File: src/rtl/sc_pkg.sv
package sc_pkg;

  typedef enum logic [2:0] {
    TX_IDLE,
    TX_START,
    TX_DATA,
    TX_PAR,
    TX_GUARD
  } tx_ph_t;

  // Map a byte to line order and level; the map is its own inverse.
  function automatic logic [7:0] sc_line_order(input logic [7:0] d,
                                               input logic rev,
                                               input logic inv);
    logic [7:0] o;
    for (int i = 0; i < 8; i++) begin
      o[i] = (rev ? d[7-i] : d[i]) ^ inv;
    end
    return o;
  endfunction

endpackage

File: src/rtl/sc_etu_cnt.sv
module sc_etu_cnt #(
  parameter int ETU_W    = 10,
  parameter bit MID_TICK = 1'b0
) (
  input  logic             clk,
  input  logic             rst_n,
  input  logic             run,
  input  logic [ETU_W-1:0] etu,
  output logic             tick
);
  localparam logic [ETU_W-1:0] ONE_C = ETU_W'(1);

  logic [ETU_W-1:0] cnt_q, cnt_d;
  logic             wrap;

  assign wrap = run && (cnt_q == etu - ONE_C);

  generate
    if (MID_TICK) begin : g_mid
      assign tick = run && (cnt_q == (etu >> 1));
    end else begin : g_end
      assign tick = wrap;
    end
  endgenerate

  always_comb begin
    if (!run || wrap) cnt_d = '0;
    else              cnt_d = cnt_q + ONE_C;
  end

  always_ff @(posedge clk or negedge rst_n) begin
    if (!rst_n) cnt_q <= '0;
    else        cnt_q <= cnt_d;
  end


  etu_range_chk: assert property (@(posedge clk) disable iff (!rst_n)
    run |-> (cnt_q < etu));

endmodule

File: src/rtl/sc_tx.sv
module sc_tx import sc_pkg::*; #(
  parameter int ETU_W = 10
) (
  input  logic             clk,
  input  logic             rst_n,
  input  logic             card_mode,
  input  logic             msb_first,
  input  logic             invert,
  input  logic             parity_odd,
  input  logic             tend_mode,
  input  logic [ETU_W-1:0] etu,
  input  logic [7:0]       tx_data,
  input  logic             tx_write,
  output logic             io_oe,
  output logic             busy,
  output logic             tdre,
  output logic             tend
);
  tx_ph_t     ph_q, ph_d;
  logic [2:0] bit_q, bit_d;
  logic [7:0] shf_q, shf_d;
  logic [7:0] hold_q, hold_d;
  logic       par_q, par_d;
  logic       last_q, last_d;
  logic       tdre_q, tdre_d;
  logic       tend_q, tend_d;
  logic       tick;
  logic       lvl;

  sc_etu_cnt #(.ETU_W(ETU_W), .MID_TICK(1'b0)) u_bit_cnt (
    .clk  (clk),
    .rst_n(rst_n),
    .run  (ph_q != TX_IDLE),
    .etu  (etu),
    .tick (tick)
  );

  always_comb begin
    ph_d   = ph_q;
    bit_d  = bit_q;
    shf_d  = shf_q;
    hold_d = hold_q;
    par_d  = par_q;
    last_d = last_q;
    tdre_d = tdre_q;
    tend_d = tend_q;
    case (ph_q)
      TX_IDLE: if (!tdre_q) begin
        shf_d  = sc_line_order(hold_q, msb_first & card_mode, invert & card_mode);
        par_d  = (^hold_q) ^ parity_odd ^ invert;
        bit_d  = 3'd0;
        ph_d   = TX_START;
        tdre_d = 1'b1;
      end
      TX_START: if (tick) ph_d = TX_DATA;
      TX_DATA: if (tick) begin
        shf_d = {1'b1, shf_q[7:1]};
        bit_d = bit_q + 3'd1;
        if (bit_q == 3'd7) begin
          ph_d   = card_mode ? TX_PAR : TX_GUARD;
          last_d = !card_mode;
          if (!card_mode && tend_mode && tdre_q) tend_d = 1'b1;
        end
      end
      TX_PAR: if (tick) begin
        ph_d   = TX_GUARD;
        last_d = 1'b0;
        if (tend_mode && tdre_q) tend_d = 1'b1;
      end
      TX_GUARD: if (tick) begin
        if (last_q) begin
          ph_d = TX_IDLE;
          if (!tend_mode && tdre_q) tend_d = 1'b1;
        end else begin
          last_d = 1'b1;
        end
      end
      default: ph_d = TX_IDLE;
    endcase
    if (tx_write) begin
      hold_d = tx_data;
      tdre_d = 1'b0;
      tend_d = 1'b0;
    end
  end

  always_ff @(posedge clk or negedge rst_n) begin
    if (!rst_n) begin
      ph_q   <= TX_IDLE;
      bit_q  <= '0;
      shf_q  <= '1;
      hold_q <= '0;
      par_q  <= 1'b1;
      last_q <= 1'b0;
      tdre_q <= 1'b1;
      tend_q <= 1'b1;
    end else begin
      ph_q   <= ph_d;
      bit_q  <= bit_d;
      shf_q  <= shf_d;
      hold_q <= hold_d;
      par_q  <= par_d;
      last_q <= last_d;
      tdre_q <= tdre_d;
      tend_q <= tend_d;
    end
  end

  always_comb begin
    case (ph_q)
      TX_START: lvl = 1'b0;
      TX_DATA:  lvl = shf_q[0];
      TX_PAR:   lvl = par_q;
      default:  lvl = 1'b1;
    endcase
  end

  assign io_oe = !lvl;
  assign busy  = (ph_q != TX_IDLE);
  assign tdre  = tdre_q;
  assign tend  = tend_q;


  tdre_clr_chk: assert property (@(posedge clk) disable iff (!rst_n)
    tx_write |=> !tdre);


  tend_idle_chk: assert property (@(posedge clk) disable iff (!rst_n)
    $rose(tend) |-> !$past(tx_write));

endmodule

File: src/rtl/sc_rx.sv
module sc_rx import sc_pkg::*; #(
  parameter int ETU_W = 10
) (
  input  logic             clk,
  input  logic             rst_n,
  input  logic             card_mode,
  input  logic             msb_first,
  input  logic             invert,
  input  logic             parity_odd,
  input  logic [ETU_W-1:0] etu,
  input  logic             io_in,
  input  logic             tx_busy,
  input  logic             rx_read,
  output logic [7:0]       rx_data,
  output logic             rdrf,
  output logic             overrun,
  output logic             parity_err,
  output logic             done
);
  logic [2:0] sync_q;
  logic       act_q, act_d;
  logic [3:0] idx_q, idx_d;
  logic [7:0] dsh_q, dsh_d;
  logic [7:0] data_q, data_d;
  logic       rdrf_q, rdrf_d, ovr_q, ovr_d, perr_q, perr_d;
  logic       tick;
  logic [7:0] full_c, byte_c;
  logic       perr_c;
  logic [3:0] last_idx;

  sc_etu_cnt #(.ETU_W(ETU_W), .MID_TICK(1'b1)) u_smp_cnt (
    .clk  (clk),
    .rst_n(rst_n),
    .run  (act_q),
    .etu  (etu),
    .tick (tick)
  );

  assign full_c   = {sync_q[1], dsh_q[7:1]};
  assign last_idx = card_mode ? 4'd9 : 4'd8;
  assign byte_c   = card_mode ? sc_line_order(dsh_q, msb_first, invert) : full_c;
  assign perr_c   = card_mode & ((sync_q[1] ^ invert) != ((^byte_c) ^ parity_odd));

  always_comb begin
    act_d  = act_q;
    idx_d  = idx_q;
    dsh_d  = dsh_q;
    data_d = data_q;
    rdrf_d = rdrf_q;
    ovr_d  = ovr_q;
    perr_d = perr_q;
    done   = 1'b0;
    if (!act_q) begin
      if (!tx_busy && sync_q[2] && !sync_q[1]) begin
        act_d = 1'b1;
        idx_d = 4'd0;
      end
    end else if (tx_busy) begin
      act_d = 1'b0;
    end else if (tick) begin
      idx_d = idx_q + 4'd1;
      if (idx_q == 4'd0) begin
        if (sync_q[1]) act_d = 1'b0;
      end else if (idx_q <= 4'd8) begin
        dsh_d = full_c;
      end
      if (idx_q == last_idx) begin
        act_d = 1'b0;
        done  = 1'b1;
      end
    end
    if (done) begin
      if (rdrf_q) begin
        ovr_d = 1'b1;
      end else begin
        data_d = byte_c;
        rdrf_d = 1'b1;
        perr_d = perr_c;
      end
    end else if (rx_read) begin
      rdrf_d = 1'b0;
      ovr_d  = 1'b0;
      perr_d = 1'b0;
    end
  end

  always_ff @(posedge clk or negedge rst_n) begin
    if (!rst_n) begin
      sync_q <= 3'b111;
      act_q  <= 1'b0;
      idx_q  <= '0;
      dsh_q  <= '0;
      data_q <= '0;
      rdrf_q <= 1'b0;
      ovr_q  <= 1'b0;
      perr_q <= 1'b0;
    end else begin
      sync_q <= {sync_q[1:0], io_in};
      act_q  <= act_d;
      idx_q  <= idx_d;
      dsh_q  <= dsh_d;
      data_q <= data_d;
      rdrf_q <= rdrf_d;
      ovr_q  <= ovr_d;
      perr_q <= perr_d;
    end
  end

  assign rx_data    = data_q;
  assign rdrf       = rdrf_q;
  assign overrun    = ovr_q;
  assign parity_err = perr_q;


  ovr_cause_chk: assert property (@(posedge clk) disable iff (!rst_n)
    $rose(overrun) |-> $past(rdrf));


  rdrf_clr_chk: assert property (@(posedge clk) disable iff (!rst_n)
    (rx_read && !done) |=> !rdrf);

endmodule

File: src/rtl/sc_char_xcvr.sv
module sc_char_xcvr #(
  parameter int ETU_W = 10
) (
  input  logic             clk,
  input  logic             rst_n,
  input  logic             cfg_card_mode,
  input  logic             cfg_msb_first,
  input  logic             cfg_invert,
  input  logic             cfg_parity_odd,
  input  logic             cfg_tend_mode,
  input  logic             cfg_clk_en,
  input  logic [ETU_W-1:0] cfg_etu,
  input  logic [7:0]       tx_data,
  input  logic             tx_write,
  input  logic             rx_read,
  input  logic             io_in,
  output logic             io_oe,
  output logic             card_clk,
  output logic [7:0]       rx_data,
  output logic             tdre,
  output logic             rdrf,
  output logic             overrun,
  output logic             parity_err,
  output logic             tend
);
  logic [1:0] rst_sync_q;
  logic       rst_ni;
  logic       tx_busy;
  logic       rx_done;
  logic       ck_q, ck_d;

  always_ff @(posedge clk or negedge rst_n) begin
    if (!rst_n) rst_sync_q <= 2'b00;
    else        rst_sync_q <= {rst_sync_q[0], 1'b1};
  end
  assign rst_ni = rst_sync_q[1];

  sc_tx #(.ETU_W(ETU_W)) u_tx (
    .clk       (clk),
    .rst_n     (rst_ni),
    .card_mode (cfg_card_mode),
    .msb_first (cfg_msb_first),
    .invert    (cfg_invert),
    .parity_odd(cfg_parity_odd),
    .tend_mode (cfg_tend_mode),
    .etu       (cfg_etu),
    .tx_data   (tx_data),
    .tx_write  (tx_write),
    .io_oe     (io_oe),
    .busy      (tx_busy),
    .tdre      (tdre),
    .tend      (tend)
  );

  sc_rx #(.ETU_W(ETU_W)) u_rx (
    .clk       (clk),
    .rst_n     (rst_ni),
    .card_mode (cfg_card_mode),
    .msb_first (cfg_msb_first),
    .invert    (cfg_invert),
    .parity_odd(cfg_parity_odd),
    .etu       (cfg_etu),
    .io_in     (io_in),
    .tx_busy   (tx_busy),
    .rx_read   (rx_read),
    .rx_data   (rx_data),
    .rdrf      (rdrf),
    .overrun   (overrun),
    .parity_err(parity_err),
    .done      (rx_done)
  );

  always_comb ck_d = cfg_clk_en ? !ck_q : cfg_tend_mode;

  always_ff @(posedge clk or negedge rst_ni) begin
    if (!rst_ni) ck_q <= 1'b0;
    else         ck_q <= ck_d;
  end
  assign card_clk = ck_q;


  half_duplex_chk: assert property (@(posedge clk) disable iff (!rst_ni)
    tx_busy |-> !rx_done);


  clk_toggle_chk: assert property (@(posedge clk) disable iff (!rst_ni)
    (cfg_clk_en && $past(cfg_clk_en)) |-> (card_clk != $past(card_clk)));

endmodule

File: config.mk
export PLATFORM = sky130hd
export DESIGN_NAME = sc_char_xcvr
export DESIGN_NICKNAME = d
export VERILOG_FILES = /design/src/rtl/sc_pkg.sv /design/src/rtl/sc_etu_cnt.sv /design/src/rtl/sc_tx.sv /design/src/rtl/sc_rx.sv /design/src/rtl/sc_char_xcvr.sv
export SDC_FILE = /design/constraint.sdc
export NUM_CORES = 1
export LEC_CHECK = 0
export ABC_AREA = 1
export CORE_ASPECT_RATIO = 1.5
export CORE_MARGIN = 2
export CORE_UTILIZATION = 49
export DETAILED_ROUTE_END_ITERATION = 12
export PLACE_DENSITY = 0.72
export SLEW_MARGIN = 20
export SYNTH_ARGS = -nofsm -noshare
export SYNTH_HDL_FRONTEND = slang
export SYNTH_SLANG_ARGS = --single-unit
File: constraint.sdc
create_clock -name clk -period 2.2 [get_ports clk]
set_input_delay 0.55 -clock clk [delete_from_list [all_inputs] [get_ports clk]]
set_output_delay 0.55 -clock clk [all_outputs]
set_load 0.05 [all_outputs]
==> flow_metrics.tcl <==
set metrics [dict create \
    detailed_place_hpwl_mm 9.92 \
    cp_slowest_cell "sky130_fd_sc_hd__nand3_2" \
    yosysWarnings 0 \
    max-cap-violations 0 \
    cts_inserted_buffers 9 \
    final_layout_size_suffix_gt1_frac 0.285 \
    dr.first_iter.drc_count 280 \
    num_vias 5047 \
    layout_min_cycle_time_ns 2.20 \
    grt_max_degree 75 \
    timing.final.ws_setup_ns 0.00410 \
    clock_tree.root_cell "sky130_fd_sc_hd__clkbuf_16" \
    clock_skew_ns 0.00658 \
    post-route-period-util 0.998 \
    run_status "finished clean" \
    syn-mean-instance-area_um2 7.27 \
    peakVddDrop_uv 675 \
    share_clk_of_total_power 0.260 \
    pwr_density_cell_nw_per_um2 878 \
    synth.ff_latch_count 76 \
    netlist_instances 698 \
    endpoint_kind "register" \
    layout.cells.most_common "sky130_fd_sc_hd__nand2_1" \
    nNetsFinal 869 \
    slew_at_the_pin_closest_to_its_max_slew_limit_ns 0.544 \
    design.die.area_um2 11200 \
    worst_stage_delay_on_the_critical_path_ns 0.16 \
    dominant_cell_type_by_count_on_the_critical_path "sky130_fd_sc_hd__buf_6" \
    relSlewSlack 0.636 \
    io-pin-count 44 \
    cts_max_path_buffers 2 \
    first_global_vias 5311 \
    asyncSetResetFlopFracSynth 1.00 \
    routed_wirelength_mm 14.1 \
    fin_tns_setup_ns 0 \
    crit_path_arrival_time_ns 2.41 \
    ys_dominant_reg_cell "sky130_fd_sc_hd__dfrtp_1" \
    antenna_violating_nets_post_route 0 \
    total_switching_power_w 0.00222 \
    crit_required_ns 2.42 \
    floorplan.die.height_um 129 \
    crit_path_kind "input port to register" \
    internal_power_w 0.00386 \
    drc 0 \
    port-buffer-count 43 \
    overflow 0 \
    syn_to_final_growth_pct 36.4 \
    gp_routability_congestion 0.899 \
    floorplan.die.width_um 87.1 \
    sequentialPowerShare 0.307 \
    floorplan.rows 45 \
    finalHoldViolCount 0 \
    cts_sinks 76 \
    cts.clk_slew.worst_paths_ns 0.06 \
    reg2regPathDepth 10 \
    global_route_wire_length_before_repair_mm 23.3 \
    reg2reg_setup_slack_ns 0.25 \
    ys_seq_area_frac 0.378 \
    critical_path_peak_fanout 5 \
    path_cells "buf_6, buf_6, nor2_4, nand2_8, nor2_8, nand3_2, nand2_2, nand2_1, nand2_2, nand3_2, nor2_4, buf_6, buf_6, nand2_4, o21ai_4, nand3_2, nand2_2, o21ai_2" \
    gr-usage-all-layers 0.263 \
    placement.setup.worst_slack_ns -0.698 \
    fmaxAchievable_mhz 455 \
    fillerInstances 834 \
    worstSkewPairLatency_ns 0.34 \
    mostFrequentLayoutCells "sky130_fd_sc_hd__nand2_1 (169), sky130_fd_sc_hd__inv_1 (86), sky130_fd_sc_hd__buf_4 (80)" \
    rsz0062_at_grt "true" \
    synth_fp_nets 734 \
    combPwrFrac 0.433 \
    syn-cell-area_um2 5080 \
    post_cts_hold_buffer_count 0 \
    synth_area_leaders "sky130_fd_sc_hd__dfrtp_1 (31%), sky130_fd_sc_hd__nand2_1 (14%), sky130_fd_sc_hd__dfstp_2 (7.2%)" \
    starting_utilization_of_the_core_area 0.501 \
    synth_area_leader_cell "sky130_fd_sc_hd__dfrtp_1" \
    holdCritPathClass "register to asynchronous set/reset pin" \
    ctsHtreeMaxLevel 3 \
    final-max-slew-violation-count 0 \
    wire_per_inst_um 14.8 \
    antenna_cells_inserted 0 \
    switching_share 0.365 \
    tritoncts "built" \
    detail_route.first_pass.iterations 4 \
    yosys.area.top_type_share 0.306 \
    core_area_um2 10100 \
    number_of_flops_mapped_to_enable_cells_by_yosys 0 \
    number_of_antenna_violations_at_the_first_check_in_global_routing 0 \
    ys_types 50 \
    vias_per_cell 5.28 \
    static_leakage_nw 3.38 \
    finalSetupViolCount 0 \
    critical_path.startpoint_type "input port" \
]
metal layers:
layer  global-route usage  share of wire
met1                0.264           0.35
met3               0.0430          0.036
met2                0.490           0.56
met5                    0              0
met4                0.166          0.052
final cells by class:
| type | count | area [um^2] | share of cell area |
|---|---|---|---|
| Clock inverter | 7 | 91.3 | 0.0132 |
| Sequential cell | 76 | 1920 | 0.277 |
| Clock buffer | 9 | 225 | 0.0325 |
| Multi-Input combinational cell | 509 | 2930 | 0.424 |
| Tap cell | 117 | 146 | 0.0211 |
| Timing Repair Buffer | 136 | 1230 | 0.177 |
| Inverter | 101 | 379 | 0.0548 |
state kept, by name, summed over array words and instances, names as in the netlist, 2 cells and up:
name and flops:
u_tx.bit_q 3, u_rx.dsh_q 8, u_rx.idx_q 4, u_tx.u_bit_cnt.cnt_q 10, u_tx.shf_q 8, u_tx.ph_q 3, u_rx.rx_data 8, rst_sync_q 2
u_rx.u_smp_cnt.cnt_q 10, u_tx.hold_q 8, u_rx.sync_q 3
critical path: cells and delay by family:
kind	cells	cell delay, ns
compound gates	2	0.17
simple gates	12	1.28
buf+inv	4	0.41
power by group through the flow:
stage	Sequential [W]	Clock, W	Combinational [W]
6_report	0.00187	0.00158	0.00263
5_1_grt	0.00189	0.00166	0.00285
4_1_cts	0.00186	0.00159	0.00238
3_5_place_dp	0.00188	0	0.00192
3_3_place_gp	0.00187	0	0.00184
2_1_floorplan	0.00191	0	0.00125
synth_stat cells, types with 6 or more instances:
cell type,instances
sky130_fd_sc_hd__nor2_2,6
sky130_fd_sc_hd__ha_1,7
sky130_fd_sc_hd__nand3_2,7
sky130_fd_sc_hd__nand3_1,36
sky130_fd_sc_hd__nand2_2,11
sky130_fd_sc_hd__nor2_1,62
sky130_fd_sc_hd__o21ai_1,20
sky130_fd_sc_hd__xnor2_1,9
sky130_fd_sc_hd__inv_1,92
sky130_fd_sc_hd__dfrtp_1,62
sky130_fd_sc_hd__inv_2,9
sky130_fd_sc_hd__a21oi_1,20
sky130_fd_sc_hd__dfstp_2,14
sky130_fd_sc_hd__xor2_1,23
sky130_fd_sc_hd__o21ai_0,54
sky130_fd_sc_hd__nor3_1,13
sky130_fd_sc_hd__nand2_1,187
timing repair:
action	4_1_cts	5_1_grt
buffers inserted	14	6
gates resized for setup	89	43
cloned	4	0
endpoints found under the setup margin	56	28
pin swaps	30	20
hold endpoints to repair	0	0
cells by family (layout without fill, tap and decap cells):
group | count (synthesis) | after routing | synth area share
simple gates | 346 | 346 | 0.310
compound gates | 115 | 115 | 0.128
buf+inv | 113 | 253 | 0.0912
flops | 76 | 76 | 0.378
xor+xnor | 34 | 34 | 0.0629
fa+ha+maj | 7 | 7 | 0.0173
mux | 6 | 6 | 0.0121
other cells | 1 | 1 | 0.000739
per-stage QoR:
step           cell area [um^2]  instances  utilization  total power [W]  hold WS [ns]
2_1_floorplan              5080        698            -          0.00316         0.254
3_3_place_gp               6120        915        0.604          0.00371         0.307
3_5_place_dp               6120        915        0.604          0.00380         0.309
4_1_cts                    6750        949        0.666          0.00583         0.315
5_1_grt                    6920        955        0.683          0.00641         0.331
6_report                   6920        955        0.683          0.00608         0.292
final timing paths:
path                                    startpoint                 endpoint
max                                     cfg_etu[1]              u_tx.last_q
min                                  rst_sync_q[1]  u_rx.u_smp_cnt.cnt_q[0]
max reg2reg                u_tx.u_bit_cnt.cnt_q[6]            u_tx.bit_q[0]
min reg2reg                          rst_sync_q[1]  u_rx.u_smp_cnt.cnt_q[0]
max in group asynchronous            rst_sync_q[1]               u_tx.par_q
min in group clk                     rst_sync_q[0]            rst_sync_q[1]
No activity file was read; power rests on OpenSTA's default activity.
